$ cat src/rtl/regwin_pkg.sv
package regwin_pkg;
  localparam int SEL_W     = 8;
  localparam int TAG_W     = 5;
  localparam logic [TAG_W-1:0] WIN32_TAG = 5'b01001;

  typedef enum logic {
    ACC_DIRECT   = 1'b0,
    ACC_INDIRECT = 1'b1
  } acc_kind_e;
endpackage

$ cat src/rtl/regwin_rst_sync.sv
module regwin_rst_sync (
  input  logic clk,
  input  logic rst_n,
  output logic rst_sync_n
);
  logic stage_q;
  logic stage_d;

  assign stage_d = 1'b1;

  always_ff @(posedge clk or negedge rst_n) begin
    if (!rst_n) begin
      stage_q    <= 1'b0;
      rst_sync_n <= 1'b0;
    end else begin
      stage_q    <= stage_d;
      rst_sync_n <= stage_q;
    end
  end
endmodule

$ cat src/rtl/regwin_sel_reg.sv
module regwin_sel_reg #(
  parameter int W = 8
) (
  input  logic         clk,
  input  logic         rst_n,
  input  logic         we,
  input  logic [W-1:0] wdata,
  output logic [W-1:0] q
);
  logic [W-1:0] q_d;

  always_comb begin
    q_d = q;
    if (we) q_d = wdata;
  end

  always_ff @(posedge clk or negedge rst_n) begin
    if (!rst_n) q <= '0;
    else        q <= q_d;
  end
endmodule

$ cat src/rtl/regwin_decode.sv
module regwin_decode
  import regwin_pkg::*;
#(
  parameter int WIN_IDX_W = 3
) (
  input  logic [SEL_W-1:0]     sel,
  output logic                 win_valid,
  output logic [WIN_IDX_W-1:0] win_idx
);
  localparam int HI_W = SEL_W - WIN_IDX_W;

  always_comb begin
    win_valid = (sel[SEL_W-1 -: HI_W] == HI_W'(WIN32_TAG));
    win_idx   = sel[WIN_IDX_W-1:0];
  end
endmodule

$ cat src/rtl/regwin_xlate.sv
module regwin_xlate
  import regwin_pkg::*;
#(
  parameter int ADDR_W            = 8,
  parameter int OFS_W             = 5,
  parameter int WIN_IDX_W         = 3,
  parameter bit INDIRECT_WINDOWED = 1'b1
) (
  input  logic [ADDR_W-1:0]    addr,
  input  acc_kind_e            kind,
  input  logic                 win_valid,
  input  logic [WIN_IDX_W-1:0] win_idx,
  output logic [ADDR_W:0]      phys
);
  localparam int TOP_W = ADDR_W - OFS_W;

  logic in_top;
  logic kind_ok;

  generate
    if (INDIRECT_WINDOWED) begin : g_all_kinds
      assign kind_ok = 1'b1;
    end else begin : g_direct_only
      assign kind_ok = (kind == ACC_DIRECT);
    end
  endgenerate

  always_comb begin
    in_top = &addr[ADDR_W-1:OFS_W];
    if (in_top && win_valid && kind_ok)
      phys = {1'b1, {(ADDR_W-OFS_W-WIN_IDX_W){1'b0}}, win_idx, addr[OFS_W-1:0]};
    else
      phys = {1'b0, addr};
  end

  logic unused_top_w;
  assign unused_top_w = (TOP_W > 0);
endmodule

$ cat src/rtl/regwin_remap.sv
module regwin_remap
  import regwin_pkg::*;
#(
  parameter int ADDR_W            = 8,
  parameter int OFS_W             = 5,
  parameter bit INDIRECT_WINDOWED = 1'b1
) (
  input  logic              clk,
  input  logic              rst_n,
  input  logic              sel_we,
  input  logic [SEL_W-1:0]  sel_wdata,
  output logic [SEL_W-1:0]  sel_rdata,
  input  logic [ADDR_W-1:0] acc_addr,
  input  logic              acc_indirect,
  output logic [ADDR_W:0]   phys_addr
);
  localparam int WIN_IDX_W = ADDR_W - OFS_W;

  logic                 rst_sync_n;
  logic                 win_valid;
  logic [WIN_IDX_W-1:0] win_idx;
  logic                 we_gated;
  acc_kind_e            kind;

  assign we_gated = sel_we & rst_sync_n;
  assign kind     = acc_indirect ? ACC_INDIRECT : ACC_DIRECT;

  regwin_rst_sync u_rst_sync (
    .clk        (clk),
    .rst_n      (rst_n),
    .rst_sync_n (rst_sync_n)
  );

  regwin_sel_reg #(.W(SEL_W)) u_sel_reg (
    .clk   (clk),
    .rst_n (rst_sync_n),
    .we    (we_gated),
    .wdata (sel_wdata),
    .q     (sel_rdata)
  );

  regwin_decode #(.WIN_IDX_W(WIN_IDX_W)) u_decode (
    .sel       (sel_rdata),
    .win_valid (win_valid),
    .win_idx   (win_idx)
  );

  regwin_xlate #(
    .ADDR_W            (ADDR_W),
    .OFS_W             (OFS_W),
    .WIN_IDX_W         (WIN_IDX_W),
    .INDIRECT_WINDOWED (INDIRECT_WINDOWED)
  ) u_xlate (
    .addr      (acc_addr),
    .kind      (kind),
    .win_valid (win_valid),
    .win_idx   (win_idx),
    .phys      (phys_addr)
  );
endmodule

$ cat config.mk
export PLATFORM = sky130hd
export DESIGN_NAME = regwin_remap
export DESIGN_NICKNAME = d
export VERILOG_FILES = /design/src/rtl/regwin_pkg.sv /design/src/rtl/regwin_rst_sync.sv /design/src/rtl/regwin_sel_reg.sv /design/src/rtl/regwin_decode.sv /design/src/rtl/regwin_xlate.sv /design/src/rtl/regwin_remap.sv
export SDC_FILE = /design/constraint.sdc
export NUM_CORES = 1
export LEC_CHECK = 0
export BUFFER_PORTS_ARGS = -buffer_cell sky130_fd_sc_hd__buf_4
export CORE_MARGIN = 1.5
export CORE_UTILIZATION = 36
export CTS_CLUSTER_DIAMETER = 120
export DETAILED_ROUTE_END_ITERATION = 7
export GPL_ROUTABILITY_DRIVEN = 0
export PLACE_DENSITY_LB_ADDON = 0.08
export SYNTH_ARGS = -nofsm -noshare
export SYNTH_HDL_FRONTEND = slang
export SYNTH_SLANG_ARGS = --single-unit
$ cat constraint.sdc
create_clock -name clk -period 1.5 [get_ports clk]
set_input_delay 0.225 -clock clk [delete_from_list [all_inputs] [get_ports clk]]
set_output_delay 0.225 -clock clk [all_outputs]
set_load 0.02 [all_outputs]
# == After elaboration in Yosys (flattened, before gate mapping) ==
# Index checks and enable logic that the tools add are counted.
# classes
n_eq_ne,1
muxes,1
n_bitwise,1
reduce_logical,2
# op_table
op,n
9-bit two-way mux,1
"5-bit by 4-bit equality test with 1-bit output, second input constant",1
3-bit AND reduction,1
1-bit AND,1
1-bit logical AND,1
# totals
register_bits,10
inputBits,20
out_inout_bits,17
wordCells,8

# == Depth between registers and ports, before layout ==
# logic_depth
depth_word,3
depth_mapped,2
ltp_nobuf,2

# == Modules after synthesis ==
# A second synthesis with hierarchy kept.
# hier_totals
cells_unflattened,40
hier_area_um2,514.2
# by_module_without_submodules
module,area_per_inst_um2,cells_each,n_inst,seq_area_each_um2
regwin_sel_reg,331.6,17,1,200.2
regwin_xlate,86.3,14,1,0.0
regwin_rst_sync,53.8,3,1,50.0
regwin_decode,36.3,5,1,0.0
regwin_remap,6.3,1,1,0.0

# == Worst setup path after synthesis ==
# OpenSTA, ideal clock, no wires.
# synth_timing
kind,register to output
start,register u_sel_reg.q[4]
end,output phys_addr[8]
required_ps,1275
stages_incl_launch_ff,3
path_buffers,0
t_arrival_ps,1221
path_slack_ps,54
path_cell_list,dfrtp_1 -> nand4bb_4 -> nor3_1
# synth_via
elab_chain_len,3
# synth_rtl
element,line,text
start: declaration,regwin_sel_reg.sv:8,output logic [W-1:0] q
start signal: assignment,regwin_sel_reg.sv:19,else q <= q_d;
5-bit by 4-bit equality test with 1-bit output,regwin_decode.sv:13,win_valid = (sel[SEL_W-1 -: HI_W] == HI_W'(WIN32_TAG));
1-bit logical AND,regwin_xlate.sv:30,if (in_top && win_valid && kind_ok)
9-bit two-way mux,regwin_xlate.sv:30,
end: declaration,regwin_remap.sv:15,output logic [ADDR_W:0] phys_addr
# Every way passes these cells.

# == Worst setup path in the final report ==
# layout_timing
start,register u_sel_reg.q[7]
end,output phys_addr[5]
# Same word-level chain as after synthesis.

==> run metrics <==
result of the run=complete, but fails checks; violations in the final reports=negative setup slack; depth of the worst register-to-register path=2; worst reg2reg startpoint=u_rst_sync.rst_sync_n$_DFF_PN0_; final period utilization=109.2%; Max Slew Vio Count=0; DRC violation count after routing=0; Area growth, synth to finish=52.39%; asr flop ratio synth=100.0%; setup slack of the most critical reg-to-reg path=0.36 ns; ratio of cells with drive above 1 in the final layout=67.74%; initial antenna violation count=0; power density over the cells=1028 mW/mm²; Worst Setup Slack post-DPL=0.09848 ns; Port Buffers=25; pin count of the biggest net entering global routing=9; CORE AREA=0.001156 mm²; Setup TNS Final=-0.3362 ns; number of sinks handled by clock tree synthesis=10; First-pass DRT Iterations=3; total grt overflow=0; total wire length=1070 µm; Highest Clock Rate=610.8 MHz; data required time of the critical path=1.27 ns; switching share of total power=28.61%; Clock Pin Slew Worst Setup and Hold Paths=0.06 ns; number of DRC markers after the initial detailed-route iteration=5; portion of total power attributed to sequential cells=45.0%; initial cell density of the core=40.69%; longest individual stage delay on the worst path=0.38 ns; type of element capturing the critical path=output pin; Final Hold Slack=0.1705 ns; Logic pwr share=31.3%; cell types occupying the most area after synthesis=sky130_fd_sc_hd__dfrtp_1 53%, sky130_fd_sc_hd__mux2_2 19%, sky130_fd_sc_hd__buf_4 8.0%; flip-flop and latch count after synthesis=10; reported leakage power=0.3405 nW; clock tree root buffer cell=sky130_fd_sc_hd__clkbuf_4; drt via density=5.105; Max-cap violations=0; most repeated cell in the gate-level netlist after synthesis=sky130_fd_sc_hd__dfrtp_1; switching power of the nets=210.8 µW; aggregate global-route resource usage=17.23%; post-route setup slack=-0.1373 ns; clock insertion delay at the later pin of the skew report=0.26 ns; Avg WL per Cell=14.08 µm; Cell Count Post-Placement=69; setup repair after global routing missed its margin=true; detailed-route via count=388; final std cell area, no fill=716.9 µm²; total internal power=526.2 µW; vias in the first global route=403; first-pass GRT wire length=1697 µm; leading post-synthesis cells by instance count=10 x sky130_fd_sc_hd__dfrtp_1, 8 x sky130_fd_sc_hd__mux2_2, 5 x sky130_fd_sc_hd__buf_4; worst reg2reg path endpoint=u_sel_reg.q[3]$_DFFE_PN0P_; number of different library cells in the post-synthesis netlist=12; remaining antenna violation count after routing=0; number of nets in the layout=84; per-instance average area after synthesis=13.84 µm²; startpoint class of the critical path=flop; critical path's slowest cell=sky130_fd_sc_hd__dfrtp_1; Final Non-Filler Cells=76; path type of the worst setup path=flop to output pin; Yosys top cell by area=sky130_fd_sc_hd__dfrtp_1; sequential element share of the synthesized area=53.19%; TritonCTS clock tree=done; antenna diode count=0; Synth Warn #=0; CP max FO=2; Worst VDD drop=562.9 µV; nets in the synthesized netlist=54; Post-Syn Instances=34; most used flip-flop cell after synthesis=sky130_fd_sc_hd__dfrtp_1; number of enable-type register cells in the synthesized netlist=0; hold violation count in the final report=0; Detailed Place HPWL=809.2 µm; portion of total power attributed to the clock network=23.7%; top-area cell type share of the netlist area=53.19%; Synth Cell Area=470.5 µm²; cells along the critical path=or3b_1 -> o31a_1 -> buf_6; die height=39.15 µm; TritonCTS buffer count=3; top-level port count=37; crit path DAT=1.41 ns; Hold Crit Class=flop to async pin; Die Outline Area=0.001533 mm²; Die Wd=39.15 µm; number of buffers on the longest clock path=2; shortest clock period the worst path allows after layout=1.637 ns; Cell Area, Placed=645.6 µm²; worst setup skew after layout=0.001460 ns; final-report setup violation count=3; standard-cell rows=12; H-Tree Level Count=1
==> layout by cell type (no fill, tap or decap) <==
| cell type | synthesis | routed |
|---|---|---|
| sky130_fd_sc_hd__nor3_2 | 0 | 1 |
| sky130_fd_sc_hd__clkbuf_4 | 0 | 3 |
| sky130_fd_sc_hd__nand2_1 | 2 | 2 |
| sky130_fd_sc_hd__buf_4 | 5 | 26 |
| sky130_fd_sc_hd__nand4bb_4 | 1 | 1 |
| sky130_fd_sc_hd__inv_1 | 1 | 1 |
| sky130_fd_sc_hd__o31a_1 | 2 | 2 |
| sky130_fd_sc_hd__dlygate4sd3_1 | 0 | 1 |
| sky130_fd_sc_hd__o41a_1 | 1 | 1 |
| sky130_fd_sc_hd__dfrtp_1 | 10 | 10 |
| sky130_fd_sc_hd__buf_6 | 0 | 3 |
| sky130_fd_sc_hd__conb_1 | 1 | 1 |
| sky130_fd_sc_hd__or3b_1 | 1 | 1 |
| sky130_fd_sc_hd__nand3b_1 | 1 | 1 |
| sky130_fd_sc_hd__mux2_2 | 8 | 8 |
==> logic make-up (layout without fill, tap and decap cells) <==
family / after synthesis / count (layout) / synth area share (%)
other: 1 / 1 / 0.7971
and+or+nand+nor: 6 / 6 / 11.97
AOI/OAI and AO/OA: 3 / 3 / 6.118
buffers and inverters: 6 / 34 / 8.777
muxes: 8 / 8 / 19.15
DFF: 10 / 10 / 53.19
==> critical path: cells and delay by family, from the launching register on <==
family / cells / cell delay, ns
flip-flops: 1 / 0.38
AND/OR/NAND/NOR: 1 / 0.38
buffers and inverters: 1 / 0.13
AO/OA/AOI/OAI: 1 / 0.26
==> through the flow <==
| stage | util, % | power [mW] |
|---|---|---|
| floorplan | - | 0.4602 |
| global placement | 55.84 | 0.5352 |
| detailed placement | 55.84 | 0.5442 |
| CTS | 61.36 | 0.7412 |
| global route | 62.01 | 0.7790 |
| finish | 62.01 | 0.7370 |
==> registers in the layout, summed over array words and instances (netlist names) <==
| register | cells |
|---|---|
| u_sel_reg.q | 8 |
| u_rst_sync.rst_sync_n | 1 |
| u_rst_sync.stage_q | 1 |
==> per-layer routing <==
metal	track usage (%)	wire length [µm]	part of all wire [%]	vias to the layer above
met5	0	0	0	-
met4	11.21	16	1.5	0
met3	4.624	112	10	4
met2	31.25	568	53	22
met1	16.73	373	35	188
li1	-	-	-	174
==> worst max path at each step <==
stage	start	end	slack [ns]	depth (start not counted)
detailed placement	u_sel_reg.q[7]$_DFFE_PN0P_	phys_addr[5]	0.1	3
global route	u_sel_reg.q[7]$_DFFE_PN0P_	phys_addr[5]	-0.15	3
global placement	u_sel_reg.q[4]$_DFFE_PN0P_	phys_addr[7]	0.12	3
floorplan	u_sel_reg.q[4]$_DFFE_PN0P_	phys_addr[8]	0.05	2
CTS	u_sel_reg.q[7]$_DFFE_PN0P_	phys_addr[5]	-0.14	3
finish	u_sel_reg.q[7]$_DFFE_PN0P_	phys_addr[5]	-0.14	3
==> power groups by stage <==
stage	combinational [mW]	clock, mW	sequential [mW]
3_5_place_dp	0.203	0	0.341
4_1_cts	0.226	0.183	0.333
2_1_floorplan	0.0814	0	0.379
3_3_place_gp	0.198	0	0.338
5_1_grt	0.246	0.198	0.335
6_report	0.231	0.174	0.332
==> area by class of cell <==
| class | count | area [µm²] |
|---|---|---|
| Sequential cell | 10 | 250.2 |
| Timing Repair Buffer | 30 | 239.0 |
| Multi-Input combinational cell | 18 | 183.9 |
| Tap cell | 14 | 17.52 |
| Inverter | 1 | 3.754 |
| Fill cell | 105 | 439.2 |
| Clock buffer | 3 | 22.52 |
==> timing repair <==
item	4_1_cts	5_1_grt
endpoints found under the setup margin	4	4
pin swaps	2	1
buffers inserted	2	1
hold buffers	1	0
gates resized for setup	4	0
hold endpoints to repair	2	0
Power figures use the tool's default switching activity.
